## src/rtl/e1_cas_rx.sv

```systemverilog
module e1_cas_rx #(
  parameter int SIG_TS = 16
) (
  input  logic       clk,
  input  logic       rst,
  input  logic       in_valid,
  input  logic [7:0] in_byte,
  input  logic [4:0] in_ts,
  input  logic [3:0] in_frame,
  input  logic       mf_lost,
  input  logic [3:0] rd_addr,
  output logic [7:0] rd_data,
  input  logic       stat_rd,
  output logic       new_sig
);
  localparam logic [4:0] TS = 5'(SIG_TS);

  logic [7:0] shadow [16];
  logic [7:0] bank   [16];
  logic       take, copy;

  assign take    = in_valid && (in_ts == TS);
  assign copy    = take && (in_frame == 4'd15) && !mf_lost;
  assign rd_data = bank[rd_addr];

  always_ff @(posedge clk) begin
    if (rst) begin
      for (int i = 0; i < 16; i++) begin
        shadow[i] <= '0;
        bank[i]   <= '0;
      end
      new_sig <= 1'b0;
    end else begin
      if (take) shadow[in_frame] <= in_byte;
      if (copy) begin
        for (int i = 0; i < 15; i++) bank[i] <= shadow[i];
        bank[15] <= in_byte;
      end
      if (copy)         new_sig <= 1'b1;
      else if (stat_rd) new_sig <= 1'b0;
    end
  end
endmodule

```

## config.mk

```make
export PLATFORM = sky130hd
export DESIGN_NAME = e1_cas_rx
export DESIGN_NICKNAME = d
export VERILOG_FILES = /design/src/rtl/e1_cas_rx.sv
export SDC_FILE = /design/constraint.sdc
export NUM_CORES = 1
export LEC_CHECK = 0
export BUFFER_PORTS_ARGS = -buffer_cell sky130_fd_sc_hd__buf_4
export CORE_ASPECT_RATIO = 0.5
export CORE_MARGIN = 2
export CORE_UTILIZATION = 56
export DETAILED_ROUTE_END_ITERATION = 10
export GPL_TIMING_DRIVEN = 0
export PLACE_DENSITY = 0.86
export SLEW_MARGIN = 20
export SYNTH_ARGS = -nofsm -noshare
export SYNTH_HDL_FRONTEND = slang
export SYNTH_SLANG_ARGS = --single-unit
```

## constraint.sdc

```tcl
create_clock -name clk -period 5.1 [get_ports clk]
set_clock_uncertainty 0.05 [all_clocks]
set_input_delay 0.765 -clock clk [delete_from_list [all_inputs] [get_ports clk]]
set_output_delay 0.765 -clock clk [all_outputs]
set_load 0.05 [all_outputs]
```

# Word level (Yosys, flattened, before mapping)
# Memories as Yosys holds them, arrays and structs flattened.
# Index checks and enable logic that the tools add are counted.
classes:
  eq_ne: 2
  n_mux: 29
  bitwise: 16
  reduce_logical: 6
op_table:
  columns: ["operator", "n"]
  rows:
  - ["$mux 8", 17]
  - ["$or 1x1->1", 16]
  - ["$mux 1", 11]
  - ["$reduce_or 8->1", 1]
  - ["$eq 5x5->1 const B", 1]
  - ["$eq 4x4->1 const B", 1]
  - ["$mux 4", 1]
  - ["$logic_and 1x1->1", 3]
  - ["$reduce_bool 2->1", 1]
  - ["$logic_not 1->1", 1]
word_totals:
  reg_bits: 1
  ram_bits: 256
  input_bits: 26
  output_inout_bits: 9
  word_cells: 56
  memories: 2
mem_list:
  columns: ["name", "words", "word_bits", "rd", "rd_clocked_by_memory_dff", "write_ports", "line", "text"]
  rows:
  - ["bank", 16, 8, 1, 0, 16, "19", "logic [7:0] bank [16];"]
  - ["shadow", 16, 8, 15, 0, 16, "18", "logic [7:0] shadow [16];"]

# Logic depth before layout (Yosys ltp)
# Gate-level depths: netlist of the first run.
depth:
  depth_word: 8
  depth_mapped: 6
  depth_no_buf: 3

# Worst setup path before layout of the first run
# No wires, ideal clock.
synth_path:
  kind: "input port to flip-flop"
  from: "input in_ts[1]"
  to: "memory bank[0][0] (enable)"
  setup_time_ps: 510
  arrival_ps: 4405
  required_ps: 4540
  path_slack_ps: 135
  path_stages: 3
  n_path_buf: 0
  cell_sequence: "nor4_4 > nand4_4 > nand2b_1"
synth_lines:
  columns: ["element", "line", "text"]
  rows:
  - ["start, declared", "8", "input logic [4:0] in_ts,"]
  - ["end, declared", "19", null]

# Final worst setup path of the first run
layout_path:
  from: "input rd_addr[1]"
  to: "output rd_data[3]"
layout_via:
  elab_chain_len: 1
layout_rtl:
  columns: ["element", "line", "text"]
  rows:
  - ["start, declared", "11", "input logic [3:0] rd_addr,"]
  - ["$mem_v2 16x8", null, null]
  - ["end, declared", "12", "output logic [7:0] rd_data,"]
# No other way between the ends.

==> flow_summary.toml, run 1 <==
[grt]
grt_pass1_vias = 6221
overflow = 0
grt_pass1_wl_um = 37050
grt_use_total_pct = 24.35
antenna_found_initial = 0
grt_max_degree = 61

[pwr]
p_leak_uw = 0.004038
p_switching_uw = 958.9
p_int_uw = 3461
seqPwrFrac_pct = 53.5
vdd_drop_max_mv = 0.2351
powerDensity_nw_per_um2 = 355.0
power_switching_share_pct = 21.70
pwr-share-clk_pct = 39.5
comb_power_share_pct = 7.1

[yosys]
yosysSeqAreaShare_pct = 67.38
netlist_instances = 672
synth_fp_nets = 698
avgSynthCellArea_um2 = 16.49
synth_cell_type_count = 30
syn_area_um2 = 11080
ys_warn_count = 0
synth-seq-cells = 249

[clock_tree]
clk_latency_ps = 520
clock_sinks = 249
cts_inserted_buffers = 22
clockBufferDepth = 3
cts_setup_buffers = 0
cts_max_level = 1
hold_buffers = 0
cts_tree = "yes"
cts_resized = 0
clkTransAtPathRegs_ps = 60
cts_root_buf = "clkbuf_16"

[status]
outcome = "complete, no violations"

[detailed_routing]
via_per_inst = 6.208
drc_errors = 0
drtPass1Iterations = 5
ant_nets = 0
num_vias = 6264
drtIter0Drc = 657
wl_per_cell_um = 24.96
finalWirelength_um = 25190

[worst_setup_path]
crit_slowest_cell = "buf_1"
crit_required_ps = 4280
startpoint_type = "primary input"
crit_fanout = 10
timing.rr.start = "shadow[11][0]"
slowest_delay_ps = 570
crit_type = "primary input to output port"
end_kind = "output port"
r2r-end = "bank[11][0]"
cp_num_buf_inv = 3
ff2ff_path_depth = 1
path_delay_family = "buffers and inverters"
crit_chain = "buf_4 -> buf_1 -> mux4_2 -> a22oi_1 -> nand2_1 -> buf_4"
cpMostUsedCell = "buf_4"
regToRegSetupSlack_ps = 4180
arrival_ps = 2630

[floorplan]
start_util_pct = 57.08
die_y_um = 103.5
rows = 36
die_w_um = 202.9
boundaryPins = 35
core_area_um2 = 19410
dieArea_um2 = 21000

[worst_hold_path]
hold_path.startpoint = "new_sig"
min_path_type = "flip-flop to flip-flop"
whs_path_depth = 2
holdPathEnd = "new_sig"

[finish]
diodes = 0
final_nets = 756
area_delta_synth_final_pct = 12.33
drive_gt1_share_pct = 32.44
fillers = 1241

[timing]
grt_setup_unrepaired = "false"
fmax_mhz = 290.4
setup_ws_ps = 1657
slew_headroom_pct = 34.73
final_max_slew_viol_count = 0
final_hold_viol_count = 0
fin_crit_ps = 3443
post-route-period-util_pct = 67.51
setup_viol = 0
worst_pin_slew_ps = 979.1
setup_tns_ps = 0

[job]
drv_cap = 0

[place]
dp_slack_ps = 1721
gp_congestion = 0.8911
portBuffers = 32
place_hpwl_um = 16120
registers in the layout (all words and copies together) (netlist names):
signal,count
shadow,120
new_sig,1
bank,128
stage by stage:
stage | hold WS (ps) | total power [µW] | area, µm² | cells | utilization (%)
after CTS | 425.7 | 4402 | 12450 | 1009 | 64.12
after global routing | 481.2 | 4488 | 12450 | 1009 | 64.12
final | 422.2 | 4420 | 12450 | 1009 | 64.12
after floorplan | 459.1 | 2597 | 11080 | 672 | -
after global placement | 409.7 | 2699 | 11650 | 970 | 60.03
after detailed placement | 417.4 | 2708 | 11710 | 972 | 60.32
layout by cell type (no fill, tap or decap), types with 2 or more instances in the layout:
cell | synthesis | layout
nor3_1 | 40 | 40
nor3b_2 | 79 | 79
clkinv_1 | 0 | 5
nand4_2 | 7 | 7
nand3_4 | 3 | 3
mux4_2 | 32 | 32
o21bai_1 | 8 | 8
clkbuf_1 | 33 | 36
bufinv_16 | 0 | 4
edfxtp_1 | 248 | 248
buf_4 | 3 | 35
nand2b_1 | 18 | 17
and2_1 | 2 | 2
buf_1 | 5 | 5
buf_2 | 13 | 13
clkbuf_16 | 0 | 23
a22oi_1 | 16 | 16
and2_0 | 2 | 2
nor2_1 | 58 | 58
and2b_1 | 2 | 2
buf_6 | 12 | 12
inv_1 | 8 | 8
nor3_2 | 24 | 24
nor2b_1 | 43 | 43
nand2_1 | 8 | 8
Yosys cell counts:
cell	n	area [µm²]
nor3b_1	1	7.510
a22oi_1	16	120.1
nand3_2	1	10.01
buf_6	12	135.1
dfxtp_1	1	20.02
nand3_4	3	52.55
nand4_2	7	87.58
nor3b_2	79	988.5
inv_1	8	30.03
edfxtp_1	248	7447
a21oi_1	1	5.000
or2_2	1	6.260
and2_1	2	12.51
nand2_1	8	30.03
nor4_4	1	21.27
nor2b_1	43	269.0
and2b_1	2	15.01
nor3_2	24	240.2
and3b_1	1	8.760
clkbuf_1	33	123.9
nand4_4	1	21.27
nor3_1	40	200.2
buf_2	13	65.06
mux4_2	32	720.7
nand2b_1	18	112.6
buf_4	3	22.52
buf_1	5	18.77
nor2_1	58	217.7
o21bai_1	8	60.06
and2_0	2	12.51
cell type report:
type	count	area [µm²]	share of cell area [%]
flip-flops and latches	249	7467	59.99
repair buffers	34	287.8	2.312
clock buffers	26	586.8	4.714
multi-input cells	349	3227	25.92
clock inverters	11	151.4	1.216
well taps	266	332.8	2.674
plain buffers	66	365.4	2.935
inverters	8	30.03	0.2412
routing by layer:
layer | GRT usage, % | share of wire (%)
met2 | 40.91 | 48
met1 | 32.18 | 37
met4 | 10.67 | 3.9
met3 | 4.261 | 11
met5 | 0 | 0
cells by family after synthesis:
kind of cell,after synthesis,share of synthesized area (%)
AO/OA/AOI/OAI,25,1.671
AND/OR/NAND/NOR,292,20.88
multiplexers,32,6.503
buffers and inverters,74,3.568
flip-flops,249,67.38
power groups by stage:
stage                     Combinational (µW)  Sequential (µW)  Clock, µW
after global routing                     323             2370       1790
after detailed placement                 304             2400          0
after global placement                   293             2410          0
after floorplan                          200             2400          0
after CTS                                308             2360       1730
final                                    312             2360       1740
tightest hold or removal path: cells and delay by family (launching register included):
kind            cells  cell delay, ps
flops               1             310
simple gates        1              60
compound gates      1              50
worst max path at each step:
| stage | startpoint | endpoint | slack (ps) | cells after the start |
|---|---|---|---|---|
| 2_1_floorplan | in_ts[1] | bank[0][0] | 140 | 3 |
| 3_3_place_gp | in_ts[1] | bank[3][7] | -1110 | 4 |
| 3_5_place_dp | rd_addr[1] | rd_data[3] | 1720 | 6 |
| 4_1_cts | rd_addr[1] | rd_data[3] | 1720 | 6 |
| 5_1_grt | rd_addr[0] | rd_data[6] | 1680 | 6 |
| 6_report | rd_addr[1] | rd_data[3] | 1660 | 6 |
Power figures use the tool's default switching activity.
==> run 2, diff against run 1 <==
--- a/config.mk
+++ b/config.mk
@@ -5,6 +5,7 @@
 export SDC_FILE = /design/constraint.sdc
 export NUM_CORES = 1
 export LEC_CHECK = 0
+export ABC_AREA = 1
 export BUFFER_PORTS_ARGS = -buffer_cell sky130_fd_sc_hd__buf_4
 export CORE_ASPECT_RATIO = 0.5
 export CORE_MARGIN = 2
==> constraint.sdc (replaced) <==
create_clock -name clk -period 2.93 [get_ports clk]
set_clock_uncertainty 0.05 [all_clocks]
set_input_delay 0.4395 -clock clk [delete_from_list [all_inputs] [get_ports clk]]
set_output_delay 0.4395 -clock clk [all_outputs]
set_load 0.05 [all_outputs]
==> run 2 against run 1 <==
Against the previous run: hold slack lost 350 ps; cell area shrank 2.2%; clock power grew 61%; global-route usage grew 1.4 points; sequential cell count is the same; worst setup slack lost 1500 ps; register-to-register slack lost 2100 ps; largest power group unchanged.
==> flow_summary.toml, run 2 <==
[yosys]
ys.flop_type = "edfxtp_1"
yosys-top-cells-count = "nor2_1 (255), edfxtp_1 (248), inv_1 (232)"
synth-seq-cells = 249
avgSynthCellArea_um2 = 9.979
synth_top_area_share_pct = 68.28
synth_edf_count = 248
ys_warn_count = 0
netlist_instances = 1093
yosysSeqAreaShare_pct = 68.46
synthTopCellsByArea = "edfxtp_1 (68%), nor2_1 (8.8%), inv_1 (8.0%)"
syn_area_um2 = 10910
ys_async_sr_fraction_pct = 0
synth_cell_type_count = 19
synth_fp_nets = 1119
yosysMostFrequentCell = "nor2_1"
yosys.area.top_type = "edfxtp_1"

[pwr]
powerDensity_nw_per_um2 = 612.7
p_leak_uw = 0.005461
vdd_drop_max_mv = 0.3999

[timing]
worst_pin_slew_ps = 1074
fin_crit_ps = 2737
grt_setup_unrepaired = "false"
setup_ws_ps = 192.7
whs_ps = 75.49
fmax_mhz = 365.3
post-route-period-util_pct = 93.42
slew_headroom_pct = 28.40
setup_viol = 0
final_max_slew_viol_count = 0
final_hold_viol_count = 0

[finish]
finalCoreUtilization_pct = 63.18
top_register = "bank"
largest_reg_flops = 128
drive_gt1_share_pct = 8.512
final_cell_mix = "nor2_1 (255), edfxtp_1 (248), inv_1 (232)"
diodes = 0
largestRegisters = "bank x128, shadow x120, new_sig x1"
final_nets = 1173
fillers = 1468
fin_area_um2 = 12180
mostFrequentLayoutCell = "nor2_1"
area_delta_synth_final_pct = 11.68

[floorplan]
die_y_um = 102.7
core_area_um2 = 19280
start_util_pct = 56.57
die_w_um = 201.4
rows = 36
boundaryPins = 35
dieArea_um2 = 20680

[worst_setup_path]
arrival_ps = 2250
crit_type = "primary input to output port"
startpoint_type = "primary input"
crit_fanout = 10
end_kind = "output port"
crit_required_ps = 2440

[detailed_routing]
finalWirelength_um = 26260
num_vias = 7632
ant_nets = 0
drc_errors = 0
wl_per_cell_um = 18.37
via_per_inst = 5.341
drtPass1Iterations = 9
drtIter0Drc = 1049

[clock_tree]
clockBufferDepth = 3
cts_root_buf = "clkbuf_16"
cts_resized = 0
clkTransAtPathRegs_ps = 60
cts_max_level = 1
hold_buffers = 0
clk_latency_ps = 520
clock_sinks = 249
cts_setup_buffers = 0
cts_inserted_buffers = 22
cts_tree = "yes"

[grt]
grt_pass1_vias = 7309
grt_use_total_pct = 25.73
grt_max_degree = 102
antenna_found_initial = 0
overflow = 0
grt_pass1_wl_um = 39260

[status]
outcome = "complete, no violations"

[place]
gp_congestion = 1.023
dp_slack_ps = 114.8
place_hpwl_um = 17940
dpl_cell_area_um2 = 11500
portBuffers = 29

[job]
drv_cap = 0

[worst_hold_path]
min_path_type = "primary input to flip-flop"
run 2: cells by family (layout without fill, tap and decap cells):
family	after synthesis	in the layout	synth area share [%]
AND/OR/NAND/NOR	559	559	21.43
buffers and inverters	284	354	10.06
flip-flops	249	249	68.46
AO/OA/AOI/OAI	1	1	0.04584
run 2: area by class of cell:
type | count | area [µm²] | area share, %
buffer | 49 | 215.2 | 1.767
multi-input combinational | 560 | 2359 | 19.36
clock inverter | 15 | 96.34 | 0.7910
inverter | 235 | 882.1 | 7.242
tap | 266 | 332.8 | 2.732
timing repair buffer | 30 | 245.2 | 2.013
clock buffer | 25 | 583.1 | 4.787
sequential | 249 | 7467 | 61.30
run 2: path summary, 6_finish.rpt:
| path | slack, ps | cells past startpoint | to | startpoint |
|---|---|---|---|---|
| max reg2reg | 2070 | 2 | bank[12][7] | shadow[12][7] |
| min reg2reg | 430 | 2 | new_sig | new_sig |
| max | 190 | 8 | rd_data[4] | rd_addr[1] |
| min | 80 | 2 | new_sig | stat_rd |
run 2: where the power goes:
part / internal [µW] / switching, µW
logic: 134 / 422
clock network: 1520 / 1280
registers: 4070 / 45.2
total: 5720 / 1740
run 2: per-layer routing:
layer	GRT usage [%]	share of wire [%]	vias to the layer above
li1	-	-	3501
met1	34.59	37	3545
met2	41.56	45	503
met3	5.879	14	83
met4	10.41	3.9	0
met5	0	0	-
run 2: through the flow:
stage	power [µW]	cells	setup TNS, ps
floorplan	4511	1093	0
global placement	4699	1388	-48380
detailed placement	4727	1389	0
CTS	7435	1429	0
global route	7631	1429	0
finish	7463	1429	0
run 2: critical path, stage by stage:
cell and delay (ps):
clkbuf_1 170, inv_1 190, clkbuf_1 560, nand3_1 230, nand3_1 130, nand3_1 150
nand2_1 160, buf_4 210
==> run 3, diff against run 2 <==
--- a/config.mk
+++ b/config.mk
@@ -8,7 +8,7 @@
 export ABC_AREA = 1
 export BUFFER_PORTS_ARGS = -buffer_cell sky130_fd_sc_hd__buf_4
 export CORE_ASPECT_RATIO = 0.5
-export CORE_MARGIN = 2
+export CORE_MARGIN = 5
 export CORE_UTILIZATION = 56
 export DETAILED_ROUTE_END_ITERATION = 10
 export GPL_TIMING_DRIVEN = 0
@@ -17,3 +17,4 @@
 export SYNTH_ARGS = -nofsm -noshare
 export SYNTH_HDL_FRONTEND = slang
 export SYNTH_SLANG_ARGS = --single-unit
+export TNS_END_PERCENT = 100
==> run 3 against run 2 <==
Against the previous run: sequential power barely moved; critical path type unchanged; die area increased by 9.0%; highest routed layer unchanged; power decreased by 0.19%; critical endpoint is now rd_data[2].
==> flow_summary.toml, run 3 (synthesis results as in run 2) <==
[pwr]
powerDensity_nw_per_um2 = 612.0
p_int_uw = 5723
pwr-share-clk_pct = 37.3
power_switching_share_pct = 23.17
p_leak_uw = 0.005456
vdd_drop_max_mv = 0.6340
comb_power_share_pct = 7.5
seqPwrFrac_pct = 55.2
p_switching_uw = 1726
finalPower_uw = 7449

[detailed_routing]
drtIter0Drc = 1089
num_vias = 7653
drc_errors = 0
via_per_inst = 5.359
drtPass1Iterations = 8
wl_per_cell_um = 18.54
ant_nets = 0
finalWirelength_um = 26480

[grt]
grt_max_degree = 99
grt_pass1_wl_um = 40460
antenna_found_initial = 0
overflow = 0
grt_pass1_vias = 7519
grt_use_total_pct = 23.71

[worst_setup_path]
crit_required_ps = 2440
startpoint_type = "primary input"
end_kind = "output port"
crit_type = "primary input to output port"
crit_fanout = 10
arrival_ps = 2190

[floorplan]
die_y_um = 108.7
boundaryPins = 35
rows = 36
dieArea_um2 = 22540
core_area_um2 = 19280
die_w_um = 207.4
start_util_pct = 56.57

[clock_tree]
clk_latency_ps = 510
cts_max_level = 1
clkTransAtPathRegs_ps = 60
cts_tree = "yes"
clockBufferDepth = 3
hold_buffers = 0
clock_sinks = 249
cts_root_buf = "clkbuf_16"
cts_resized = 0
cts_inserted_buffers = 22
cts_setup_buffers = 0

[finish]
finalCoreUtilization_pct = 63.14
fin_area_um2 = 12170
largest_reg_flops = 128
top_register = "bank"
largestRegisters = "bank x128, shadow x120, new_sig x1"
fin_cells = 1428
diodes = 0
area_delta_synth_final_pct = 11.60
drive_gt1_share_pct = 8.434
fillers = 1459
final_cell_mix = "nor2_1 (255), edfxtp_1 (248), inv_1 (232)"
mostFrequentLayoutCell = "nor2_1"
layout.area.seq_um2 = 7467
final_nets = 1173
multi_input_area_um2 = 2359

[timing]
post-route-period-util_pct = 91.50
final_hold_viol_count = 0
setup_viol = 0
fmax_mhz = 373.0
fin_crit_ps = 2681
final_max_slew_viol_count = 0
grt_setup_unrepaired = "false"
slew_headroom_pct = 29.69
worst_pin_slew_ps = 1055

[place]
dpl_cell_area_um2 = 11500
gp_congestion = 0.9789
portBuffers = 29
dp_cells = 1389
place_hpwl_um = 17670

[job]
drv_cap = 0

[worst_hold_path]
min_path_type = "primary input to flip-flop"

[status]
outcome = "complete, no violations"
## run 3: cell types whose count changed in the layout (fill, tap and decap cells not counted), sizes merged
cell	change
clkbuf	+3
clkinv	-4
## run 3: power by group through the flow
stage | logic, µW | clock network, µW | registers, µW
after floorplan | 338 | 0 | 4170
after global placement | 516 | 0 | 4180
after detailed placement | 537 | 0 | 4190
after CTS | 545 | 2770 | 4110
after global routing | 598 | 2930 | 4120
final | 556 | 2780 | 4110
## run 3: cell type report
| cell class | count | area share [%] |
|---|---|---|
| buffer | 49 | 1.768 |
| inverter | 235 | 7.247 |
| clock buffer | 28 | 4.883 |
| sequential | 249 | 61.35 |
| clock inverter | 11 | 0.6271 |
| timing repair buffer | 30 | 2.015 |
| tap | 266 | 2.734 |
| multi-input combinational | 560 | 19.38 |
## run 3: worst max-delay path: stages
cell and delay [ps]:
clkbuf_1 160, inv_1 190, clkbuf_1 550, nand3_1 210, nand3_1 120, nand3_1 150
nand2_1 160, buf_4 210
## run 3: per-layer routing
| metal | track usage (%) | vias up | share of wire [%] |
|---|---|---|---|
| met1 | 30.42 | 3514 | 36 |
| met5 | 0 | - | 0 |
| met3 | 4.685 | 104 | 13 |
| met2 | 40.20 | 529 | 47 |
| li1 | - | 3506 | - |
| met4 | 10.51 | 0 | 4.6 |
## run 3: path summary, 6_finish.rpt
kind,start,to,cells past startpoint,slack (ps)
worst max register to register,shadow[11][4],bank[11][4],2,2100
worst min register to register,new_sig,new_sig,2,430
worst max-delay path,rd_addr[1],rd_data[2],8,250
worst min-delay path,stat_rd,new_sig,2,70
## run 3: per-stage QoR
stage | TNS (ps) | setup slack, ps | hold slack (ps)
final | 0 | 249.1 | 74.29
after global routing | 0 | 172.0 | 76.33
after floorplan | 0 | 482.8 | 455.0
after CTS | 0 | 303.3 | 66.76
after global placement | -45930 | -371.9 | 408.4
after detailed placement | 0 | 131.7 | 415.6
